### src/rtl/dmach_pkg.sv
package dmach_pkg;
  localparam logic [3:0] A_RING_LO = 4'd0;
  localparam logic [3:0] A_RING_HI = 4'd1;
  localparam logic [3:0] A_NEXT    = 4'd2;
  localparam logic [3:0] A_COUNT   = 4'd3;
  localparam logic [3:0] A_PREF    = 4'd4;
  localparam logic [3:0] A_CTRL    = 4'd5;
  localparam logic [3:0] A_SIZE    = 4'd6;
  localparam logic [3:0] A_INT_EN  = 4'd7;
  localparam logic [3:0] A_INT_STS = 4'd8;

  localparam int C_PAUSE = 0;
  localparam int C_ABORT = 1;
  localparam int C_WB    = 2;
  localparam int C_START = 3;
  localparam int C_STOP  = 4;
  localparam int C_MODE  = 5;
  localparam int C_BUSY  = 30;

  // sticky control flags, index into the flag vector and bit position
  localparam int N_STICKY = 4;
  localparam int K_INV = 0, K_PDONE = 1, K_ADONE = 2, K_IDONE = 3;
  localparam int STICKY_POS [N_STICKY] = '{8, 9, 10, 12};

  localparam int S_ERR = 0, S_INV = 1, S_DESC = 2, S_ABORT = 3;
  localparam int N_STS = 4;
  localparam logic [5:0] EN_MASK = 6'b111011;

  localparam logic [2:0] SIZE_RSVD = 3'd6;
endpackage

### src/rtl/dmach_cfg.sv
module dmach_cfg
  import dmach_pkg::*;
#(
  parameter int ADDR_HI_W = 16,
  parameter int RCNT_W    = 16,
  parameter int PREF_W    = 8
) (
  input  logic                 clk_i,
  input  logic                 rst_ni,
  input  logic                 wr_i,
  input  logic [3:0]           widx_i,
  input  logic [31:0]          wdata_i,
  input  logic                 busy_i,
  output logic [31:0]          ring_lo_o,
  output logic [ADDR_HI_W-1:0] ring_hi_o,
  output logic [31:0]          next_o,
  output logic [RCNT_W-1:0]    count_o,
  output logic [PREF_W-1:0]    pref_o,
  output logic [2:0]           size_o
);
  logic unused_wdata;
  assign unused_wdata = ^wdata_i[31:3];

  logic lock;
  assign lock = busy_i;

  always_ff @(posedge clk_i or negedge rst_ni) begin
    if (!rst_ni) begin
      ring_lo_o <= '0;
      ring_hi_o <= '0;
      next_o    <= '0;
      count_o   <= '0;
      pref_o    <= '0;
      size_o    <= '0;
    end else if (wr_i) begin
      case (widx_i)
        A_RING_LO: if (!lock) ring_lo_o <= wdata_i;
        A_RING_HI: if (!lock) ring_hi_o <= wdata_i[ADDR_HI_W-1:0];
        A_COUNT:   if (!lock) count_o   <= wdata_i[RCNT_W-1:0];
        A_NEXT:    next_o <= wdata_i;
        A_PREF:    pref_o <= wdata_i[PREF_W-1:0];
        A_SIZE:    if (wdata_i[2:0] != SIZE_RSVD) size_o <= wdata_i[2:0];
        default: ;
      endcase
    end
  end


  ring_lock_chk: assert property (@(posedge clk_i) disable iff (!rst_ni)
    (wr_i && busy_i && (widx_i == A_RING_LO || widx_i == A_COUNT)) |=>
      ($stable(ring_lo_o) && $stable(count_o)));

  size_rsvd_chk: assert property (@(posedge clk_i) disable iff (!rst_ni)
    (wr_i && widx_i == A_SIZE && wdata_i[2:0] == SIZE_RSVD) |=> $stable(size_o));
endmodule

### src/rtl/dmach_ctrl.sv
module dmach_ctrl
  import dmach_pkg::*;
(
  input  logic        clk_i,
  input  logic        rst_ni,
  input  logic        wr_i,
  input  logic [31:0] wdata_i,
  input  logic        busy_i,
  input  logic        inv_i,
  input  logic        pdone_i,
  input  logic        adone_i,
  input  logic        idone_i,
  output logic [31:0] rd_o,
  output logic        pause_req_o,
  output logic        abort_req_o,
  output logic        wb_en_o,
  output logic        ring_stop_o,
  output logic [1:0]  mode_o,
  output logic        start_o,
  output logic        pdone_flag_o,
  output logic        idone_flag_o
);
  logic [N_STICKY-1:0] ev, flag_q;
  assign ev[K_INV]   = inv_i;
  assign ev[K_PDONE] = pdone_i;
  assign ev[K_ADONE] = adone_i;
  assign ev[K_IDONE] = idone_i;

  logic unused_wdata;
  assign unused_wdata = ^{wdata_i[31:13], wdata_i[11], wdata_i[7]};

  // sticky flags: write-one-to-clear, event wins
  for (genvar k = 0; k < N_STICKY; k++) begin : g_sticky
    always_ff @(posedge clk_i or negedge rst_ni) begin
      if (!rst_ni) flag_q[k] <= 1'b0;
      else flag_q[k] <= (flag_q[k] & ~(wr_i & wdata_i[STICKY_POS[k]])) | ev[k];
    end
  end

  always_ff @(posedge clk_i or negedge rst_ni) begin
    if (!rst_ni) begin
      pause_req_o <= 1'b0;
      abort_req_o <= 1'b0;
      wb_en_o     <= 1'b0;
      ring_stop_o <= 1'b0;
      mode_o      <= '0;
      start_o     <= 1'b0;
    end else begin
      start_o <= wr_i & wdata_i[C_START];
      if (wr_i) begin
        wb_en_o     <= wdata_i[C_WB];
        ring_stop_o <= wdata_i[C_STOP];
        mode_o      <= wdata_i[C_MODE+1:C_MODE];
      end
      if (pdone_i)   pause_req_o <= 1'b0;
      else if (wr_i) pause_req_o <= wdata_i[C_PAUSE];
      if (adone_i)   abort_req_o <= 1'b0;
      else if (wr_i) abort_req_o <= wdata_i[C_ABORT];
    end
  end

  always_comb begin
    rd_o = '0;
    rd_o[C_PAUSE] = pause_req_o;
    rd_o[C_ABORT] = abort_req_o;
    rd_o[C_WB]    = wb_en_o;
    rd_o[C_STOP]  = ring_stop_o;
    rd_o[C_MODE+1:C_MODE] = mode_o;
    for (int k = 0; k < N_STICKY; k++) rd_o[STICKY_POS[k]] = flag_q[k];
    rd_o[C_BUSY]  = busy_i;
  end

  assign pdone_flag_o = flag_q[K_PDONE];
  assign idone_flag_o = flag_q[K_IDONE];


  pause_release_chk: assert property (@(posedge clk_i) disable iff (!rst_ni)
    pdone_i |=> (!pause_req_o && pdone_flag_o));

  abort_release_chk: assert property (@(posedge clk_i) disable iff (!rst_ni)
    adone_i |=> (!abort_req_o && flag_q[K_ADONE]));

  pdone_cause_chk: assert property (@(posedge clk_i) disable iff (!rst_ni)
    $rose(pdone_flag_o) |-> $past(pdone_i));

  inv_set_chk: assert property (@(posedge clk_i) disable iff (!rst_ni)
    inv_i |=> flag_q[K_INV]);
endmodule

### src/rtl/dmach_irq.sv
module dmach_irq
  import dmach_pkg::*;
(
  input  logic             clk_i,
  input  logic             rst_ni,
  input  logic             wr_en_i,
  input  logic             wr_sts_i,
  input  logic [31:0]      wdata_i,
  input  logic             err_i,
  input  logic             inv_i,
  input  logic             desc_done_i,
  input  logic             desc_irq_i,
  input  logic             adone_i,
  input  logic             pdone_flag_i,
  input  logic             idone_flag_i,
  output logic [5:0]       en_o,
  output logic [N_STS-1:0] sts_o,
  output logic             irq_o
);
  logic unused_wdata;
  assign unused_wdata = ^wdata_i[31:6];

  logic [N_STS-1:0] set, clr;
  assign set[S_ERR]   = err_i;
  assign set[S_INV]   = inv_i;
  assign set[S_DESC]  = desc_done_i & desc_irq_i;
  assign set[S_ABORT] = adone_i;
  assign clr = wr_sts_i ? wdata_i[N_STS-1:0] : '0;

  always_ff @(posedge clk_i or negedge rst_ni) begin
    if (!rst_ni) begin
      en_o  <= '0;
      sts_o <= '0;
    end else begin
      if (wr_en_i) en_o <= wdata_i[5:0] & EN_MASK;
      sts_o <= (sts_o & ~clr) | set;
    end
  end

  assign irq_o = (sts_o[S_ERR] & en_o[0]) | (sts_o[S_INV] & en_o[1]) |
                 sts_o[S_DESC] | (sts_o[S_ABORT] & en_o[3]) |
                 (pdone_flag_i & en_o[4]) | (idone_flag_i & en_o[5]);


  desc_gate_chk: assert property (@(posedge clk_i) disable iff (!rst_ni)
    (desc_done_i && !desc_irq_i && !sts_o[S_DESC]) |=> !sts_o[S_DESC]);

  err_set_chk: assert property (@(posedge clk_i) disable iff (!rst_ni)
    err_i |=> sts_o[S_ERR]);

  irq_quiet_chk: assert property (@(posedge clk_i) disable iff (!rst_ni)
    (en_o == '0 && !sts_o[S_DESC]) |-> !irq_o);
endmodule

### src/rtl/dmach_regs.sv
module dmach_regs
  import dmach_pkg::*;
#(
  parameter int ADDR_HI_W = 16,
  parameter int RCNT_W    = 16,
  parameter int PREF_W    = 8,
  localparam int BASE_W   = ADDR_HI_W + 32
) (
  input  logic              clk_i,
  input  logic              rst_ni,
  input  logic              req_i,
  input  logic              we_i,
  input  logic [3:0]        addr_i,
  input  logic [31:0]       wdata_i,
  output logic [31:0]       rdata_o,
  output logic [BASE_W-1:0] ring_base_o,
  output logic [31:0]       next_desc_o,
  output logic [RCNT_W-1:0] ring_count_o,
  output logic [PREF_W-1:0] pref_limit_o,
  output logic [2:0]        xfer_size_o,
  output logic [1:0]        desc_mode_o,
  output logic              wb_en_o,
  output logic              ring_stop_o,
  output logic              eng_start_o,
  output logic              eng_pause_req_o,
  output logic              eng_abort_req_o,
  input  logic              eng_busy_i,
  input  logic              eng_desc_done_i,
  input  logic              eng_desc_irq_i,
  input  logic              eng_err_i,
  input  logic              eng_inv_desc_i,
  input  logic              eng_pause_done_i,
  input  logic              eng_abort_done_i,
  input  logic              eng_imm_pause_done_i,
  output logic              irq_o
);
  logic wr;
  assign wr = req_i & we_i;

  logic [31:0]          ring_lo;
  logic [ADDR_HI_W-1:0] ring_hi;
  logic [31:0]          ctrl_rd;
  logic [5:0]           int_en;
  logic [N_STS-1:0]     int_sts;
  logic                 pdone_flag, idone_flag;

  dmach_cfg #(.ADDR_HI_W(ADDR_HI_W), .RCNT_W(RCNT_W), .PREF_W(PREF_W)) u_cfg (
    .clk_i, .rst_ni,
    .wr_i(wr), .widx_i(addr_i), .wdata_i, .busy_i(eng_busy_i),
    .ring_lo_o(ring_lo), .ring_hi_o(ring_hi), .next_o(next_desc_o),
    .count_o(ring_count_o), .pref_o(pref_limit_o), .size_o(xfer_size_o)
  );

  dmach_ctrl u_ctrl (
    .clk_i, .rst_ni,
    .wr_i(wr && addr_i == A_CTRL), .wdata_i, .busy_i(eng_busy_i),
    .inv_i(eng_inv_desc_i), .pdone_i(eng_pause_done_i),
    .adone_i(eng_abort_done_i), .idone_i(eng_imm_pause_done_i),
    .rd_o(ctrl_rd), .pause_req_o(eng_pause_req_o), .abort_req_o(eng_abort_req_o),
    .wb_en_o, .ring_stop_o, .mode_o(desc_mode_o), .start_o(eng_start_o),
    .pdone_flag_o(pdone_flag), .idone_flag_o(idone_flag)
  );

  dmach_irq u_irq (
    .clk_i, .rst_ni,
    .wr_en_i(wr && addr_i == A_INT_EN), .wr_sts_i(wr && addr_i == A_INT_STS),
    .wdata_i, .err_i(eng_err_i), .inv_i(eng_inv_desc_i),
    .desc_done_i(eng_desc_done_i), .desc_irq_i(eng_desc_irq_i),
    .adone_i(eng_abort_done_i), .pdone_flag_i(pdone_flag),
    .idone_flag_i(idone_flag), .en_o(int_en), .sts_o(int_sts), .irq_o
  );

  assign ring_base_o = {ring_hi, ring_lo};

  always_comb begin
    rdata_o = '0;
    case (addr_i)
      A_RING_LO: rdata_o = ring_lo;
      A_RING_HI: rdata_o[ADDR_HI_W-1:0] = ring_hi;
      A_NEXT:    rdata_o = next_desc_o;
      A_COUNT:   rdata_o[RCNT_W-1:0] = ring_count_o;
      A_PREF:    rdata_o[PREF_W-1:0] = pref_limit_o;
      A_CTRL:    rdata_o = ctrl_rd;
      A_SIZE:    rdata_o[2:0] = xfer_size_o;
      A_INT_EN:  rdata_o[5:0] = int_en;
      A_INT_STS: rdata_o[N_STS-1:0] = int_sts;
      default: ;
    endcase
  end


  start_origin_chk: assert property (@(posedge clk_i) disable iff (!rst_ni)
    $rose(eng_start_o) |-> $past(wr && addr_i == A_CTRL));
endmodule

### config.mk
export PLATFORM = sky130hd
export DESIGN_NAME = dmach_regs
export DESIGN_NICKNAME = d
export VERILOG_FILES = /design/src/rtl/dmach_pkg.sv /design/src/rtl/dmach_cfg.sv /design/src/rtl/dmach_ctrl.sv /design/src/rtl/dmach_irq.sv /design/src/rtl/dmach_regs.sv
export SDC_FILE = /design/constraint.sdc
export NUM_CORES = 1
export LEC_CHECK = 0
export ABC_AREA = 1
export BUFFER_PORTS_ARGS = -buffer_cell sky130_fd_sc_hd__buf_2
export CAP_MARGIN = 25
export CORE_MARGIN = 2
export CORE_UTILIZATION = 44
export CTS_CLUSTER_SIZE = 14
export DETAILED_ROUTE_END_ITERATION = 6
export HOLD_SLACK_MARGIN = 0.05
export PLACE_DENSITY_LB_ADDON = 0.3
export SYNTH_ARGS = -nofsm -noshare
export SYNTH_HDL_FRONTEND = slang
export SYNTH_SLANG_ARGS = --single-unit
### constraint.sdc
create_clock -name clk_i -period 1.1 [get_ports clk_i]
set_input_delay 0.165 -clock clk_i [delete_from_list [all_inputs] [get_ports clk_i]]
set_output_delay 0.165 -clock clk_i [all_outputs]
set_load 0.01 [all_outputs]
==> results.sh <==
export IMPL_synth_area_leaders="dfrtp_1 53%, nand2_1 15%, o21ai_2 5.0%"
export IMPL_grt_use_total_pct=29.4
export IMPL_diodes=0
export IMPL_critPathKind="flop to output port"
export IMPL_die_h_um=121
export IMPL_num_vias=6499
export IMPL_wl_met2_um=10800
export IMPL_dp_hpwl_um=13000
export IMPL_globalplace_congestion=0.891
export IMPL_hold_viol=0
export IMPL_syn_inst=694
export IMPL_tns_ns=-17.96
export IMPL_tightestPinTransition_ns=0.476
export IMPL_maxSlewViolCount=0
export IMPL_start_util_pct=45.2
export IMPL_crit_required_ns=0.94
export IMPL_arrival_ns=1.37
export IMPL_grt_pass1_vias=6253
export IMPL_cts_max_level=4
export IMPL_status="complete, but fails checks"
export IMPL_met1_length_um=8740
export IMPL_clkLatencyLatePin_ns=0.42
export IMPL_fillCellCount=880
export IMPL_leakage_uw=0.00525
export IMPL_yosys_warnings=0
export IMPL_num_rows=42
export IMPL_relSlewSlack_pct=68.2
export IMPL_drive_above_1_share_pct=42.9
export IMPL_nNetsFinal=1092
export IMPL_fin_hold_ws_ns=0.0655
export IMPL_crit_path_start_kind="flop"
export IMPL_avgSynthCellArea_um2=8.62
export IMPL_yosysSeqAreaShare_pct=53.1
export IMPL_cts_inserted_buffers=17
export IMPL_highest_layer="met4"
export IMPL_dieArea_um2=14500
export IMPL_area_delta_synth_final_pct=67.0
export IMPL_synth_top_cell_area_share_pct=53.1
export IMPL_dr_wl_met3_um=1960
export IMPL_synth_largest_area_cell="dfrtp_1"
export IMPL_root_buffer="clkbuf_16"
export IMPL_coreArea_um2=13200
export IMPL_ant_nets=0
export IMPL_r2r_setup_slack_ns=0.10
export IMPL_fin_ws_ns=-0.431
export IMPL_ys_ff_latch=127
export IMPL_synth_fp_nets=742
export IMPL_setup_viol=144
export IMPL_clkTransAtPathRegs_ns=0.06
export IMPL_period_needed_ns=1.53
export IMPL_violations="negative setup slack"
export IMPL_power_uw=15700
export IMPL_drt_initial_drc_count=502
export IMPL_grt_pass1_wl_um=32600
export IMPL_clock_path_buffers=2
export IMPL_cts_tree="yes"
export IMPL_fin_crit_sh_pct=139
export IMPL_portBuffers=194
export IMPL_antenna_found_initial=0
export IMPL_die_x_um=121
export IMPL_max_cap_violations=0
export IMPL_drtPass1Iterations=7
export IMPL_vdd_drop_max_mv=0.942
export IMPL_worst_clock_skew_ns=0
export IMPL_overflow=0
export IMPL_ioPinCount=195
export IMPL_cts_sinks=127
export IMPL_grt_max_degree=83
export IMPL_grt_setup_unrepaired="true"
export IMPL_synth_area_um2=5980
export IMPL_post_drt_wl_per_cell_um=18.1
export IMPL_power_density_nw_per_um2=1580
export IMPL_drc=0
export IMPL_vias_per_cell=5.28
export IMPL_drt_total_wl_um=22200
export IMPL_cp_end_kind="output port"
export IMPL_cp_max_fo=2
export IMPL_synthDistinctLibCells=27
export IMPL_max_freq_ghz=0.653
export IMPL_hold_path_class="input port to flop"
report_power, final:
group | total, uW | internal, uW | switching, uW | leakage, uW
Clock | 5540 | 3540 | 2000 | 0.000282
Sequential | 5960 | 5350 | 607 | 0.00164
Combinational | 4250 | 2330 | 1920 | 0.00334
cell usage after synthesis:
| library cell | n |
|---|---|
| nand4_1 | 9 |
| and3_1 | 1 |
| inv_2 | 3 |
| nand3b_1 | 2 |
| clkinv_4 | 1 |
| nand2_8 | 1 |
| nor3_1 | 1 |
| nor2_2 | 4 |
| nand2_2 | 7 |
| nor3b_1 | 1 |
| nand2_4 | 2 |
| o21ai_0 | 52 |
| clkbuf_1 | 2 |
| a21oi_1 | 1 |
| buf_2 | 16 |
| nor2_1 | 24 |
| buf_4 | 5 |
| nand3_1 | 47 |
| inv_1 | 56 |
| o21ai_2 | 34 |
| nand2_1 | 236 |
| nor3_4 | 1 |
| a22o_1 | 15 |
| dfrtp_1 | 127 |
| nor2_4 | 6 |
| buf_6 | 9 |
| o21ai_1 | 31 |
cells by family after synthesis:
group	after synthesis	share of synthesized area, %
simple gates	342	25.0
compound gates	133	14.2
flops	127	53.1
buf+inv	92	7.64
area by class of cell:
class	count	area [um2]	area share, %
Tap cell	176	220	2.21
Clock buffer	24	492	4.92
Inverter	60	268	2.68
Multi-Input combinational cell	475	2500	25.0
Timing Repair Buffer	362	3230	32.4
Sequential cell	127	3180	31.8
Clock inverter	6	82.6	0.827
Timing Repair inverter	1	11.3	0.113
registers in the layout, summed over array words and instances, names as in the netlist:
signal / count
u_cfg.ring_hi_o: 16
u_ctrl.start_o: 1
u_cfg.next_o: 32
u_ctrl.ring_stop_o: 1
u_ctrl.abort_req_o: 1
u_ctrl.pause_req_o: 1
u_ctrl.wb_en_o: 1
u_irq.sts_o: 4
u_ctrl.mode_o: 2
u_cfg.count_o: 16
u_cfg.size_o: 3
u_ctrl.idone_flag_o: 1
u_ctrl.pdone_flag_o: 1
u_cfg.pref_o: 8
u_irq.en_o: 5
u_cfg.ring_lo_o: 32
u_ctrl.rd_o: 2
worst paths after layout:
kind                                                  end                         start  depth (start not counted)
setup / recovery                              rdata_o[12]  u_cfg.next_o[12]$_DFFE_PN0P_                          5
hold / removal             u_ctrl.abort_req_o$_DFFE_PN0P_                    wdata_i[1]                          3
setup reg to reg             u_cfg.count_o[5]$_DFFE_PN0P_  u_cfg.count_o[5]$_DFFE_PN0P_                          5
hold reg to reg                 u_ctrl.rd_o[10]$_DFF_PN0_     u_ctrl.rd_o[10]$_DFF_PN0_                          2
max in group asynchronous   u_cfg.count_o[14]$_DFFE_PN0P_                        rst_ni                          3
min in group asynchronous      u_ctrl.wb_en_o$_DFFE_PN0P_                        rst_ni                          3
layout by cell type, fill, tap and decap left out, types with 2 or more instances in the layout:
cell and n:
o21ai_2 36, nand4_1 9, nor2_2 11, buf_6 132, nand3_1 38, nand2_4 3
nor2_1 15, a22o_1 15, buf_4 57, nand2_1 225, inv_1 51, nand3_2 9
inv_8 5, nand2_2 15, clkinv_2 3, buf_2 120, o21ai_1 33, buf_8 2
clkbuf_1 3, buf_12 16, bufinv_16 2, inv_2 4, clkbuf_16 17, clkbuf_8 4
nand3b_1 2, dfrtp_1 127, dlygate4sd3_1 34, nor2_4 8, nand2_8 3, o21ai_0 48
critical path: stages, from the launching register on:
cell     delay (ns)
dfrtp_1        0.40
nand3_1        0.09
nand2_1        0.07
nor2_2         0.15
nand3_1        0.10
buf_2          0.15
repair_timing:
item	4_1_cts	5_1_grt
setup buffers	34	56
setup endpoints to repair	147	150
hold endpoints to repair	173	0
gates resized for setup	143	83
pin swaps	50	39
cloned	3	0
hold buffers	34	0
stage by stage:
stage | area, um2 | worst slack (ns) | cells | utilization, %
finish | 9990 | -0.431 | 1231 | 75.4
global route | 9990 | -0.489 | 1231 | 75.4
CTS | 9410 | -0.418 | 1191 | 71.1
detailed placement | 7590 | -0.364 | 1093 | 57.3
global placement | 7590 | -0.370 | 1093 | 57.3
floorplan | 5990 | -0.00449 | 694 | -
metal layers:
metal | vias up | track usage (%)
met2 | 349 | 46.8
met3 | 60 | 8.07
met4 | 0 | 11.3
met1 | 3138 | 38.3
li1 | 2952 | -
met5 | - | 0
Note: power is estimated with default switching activity, not from simulation.
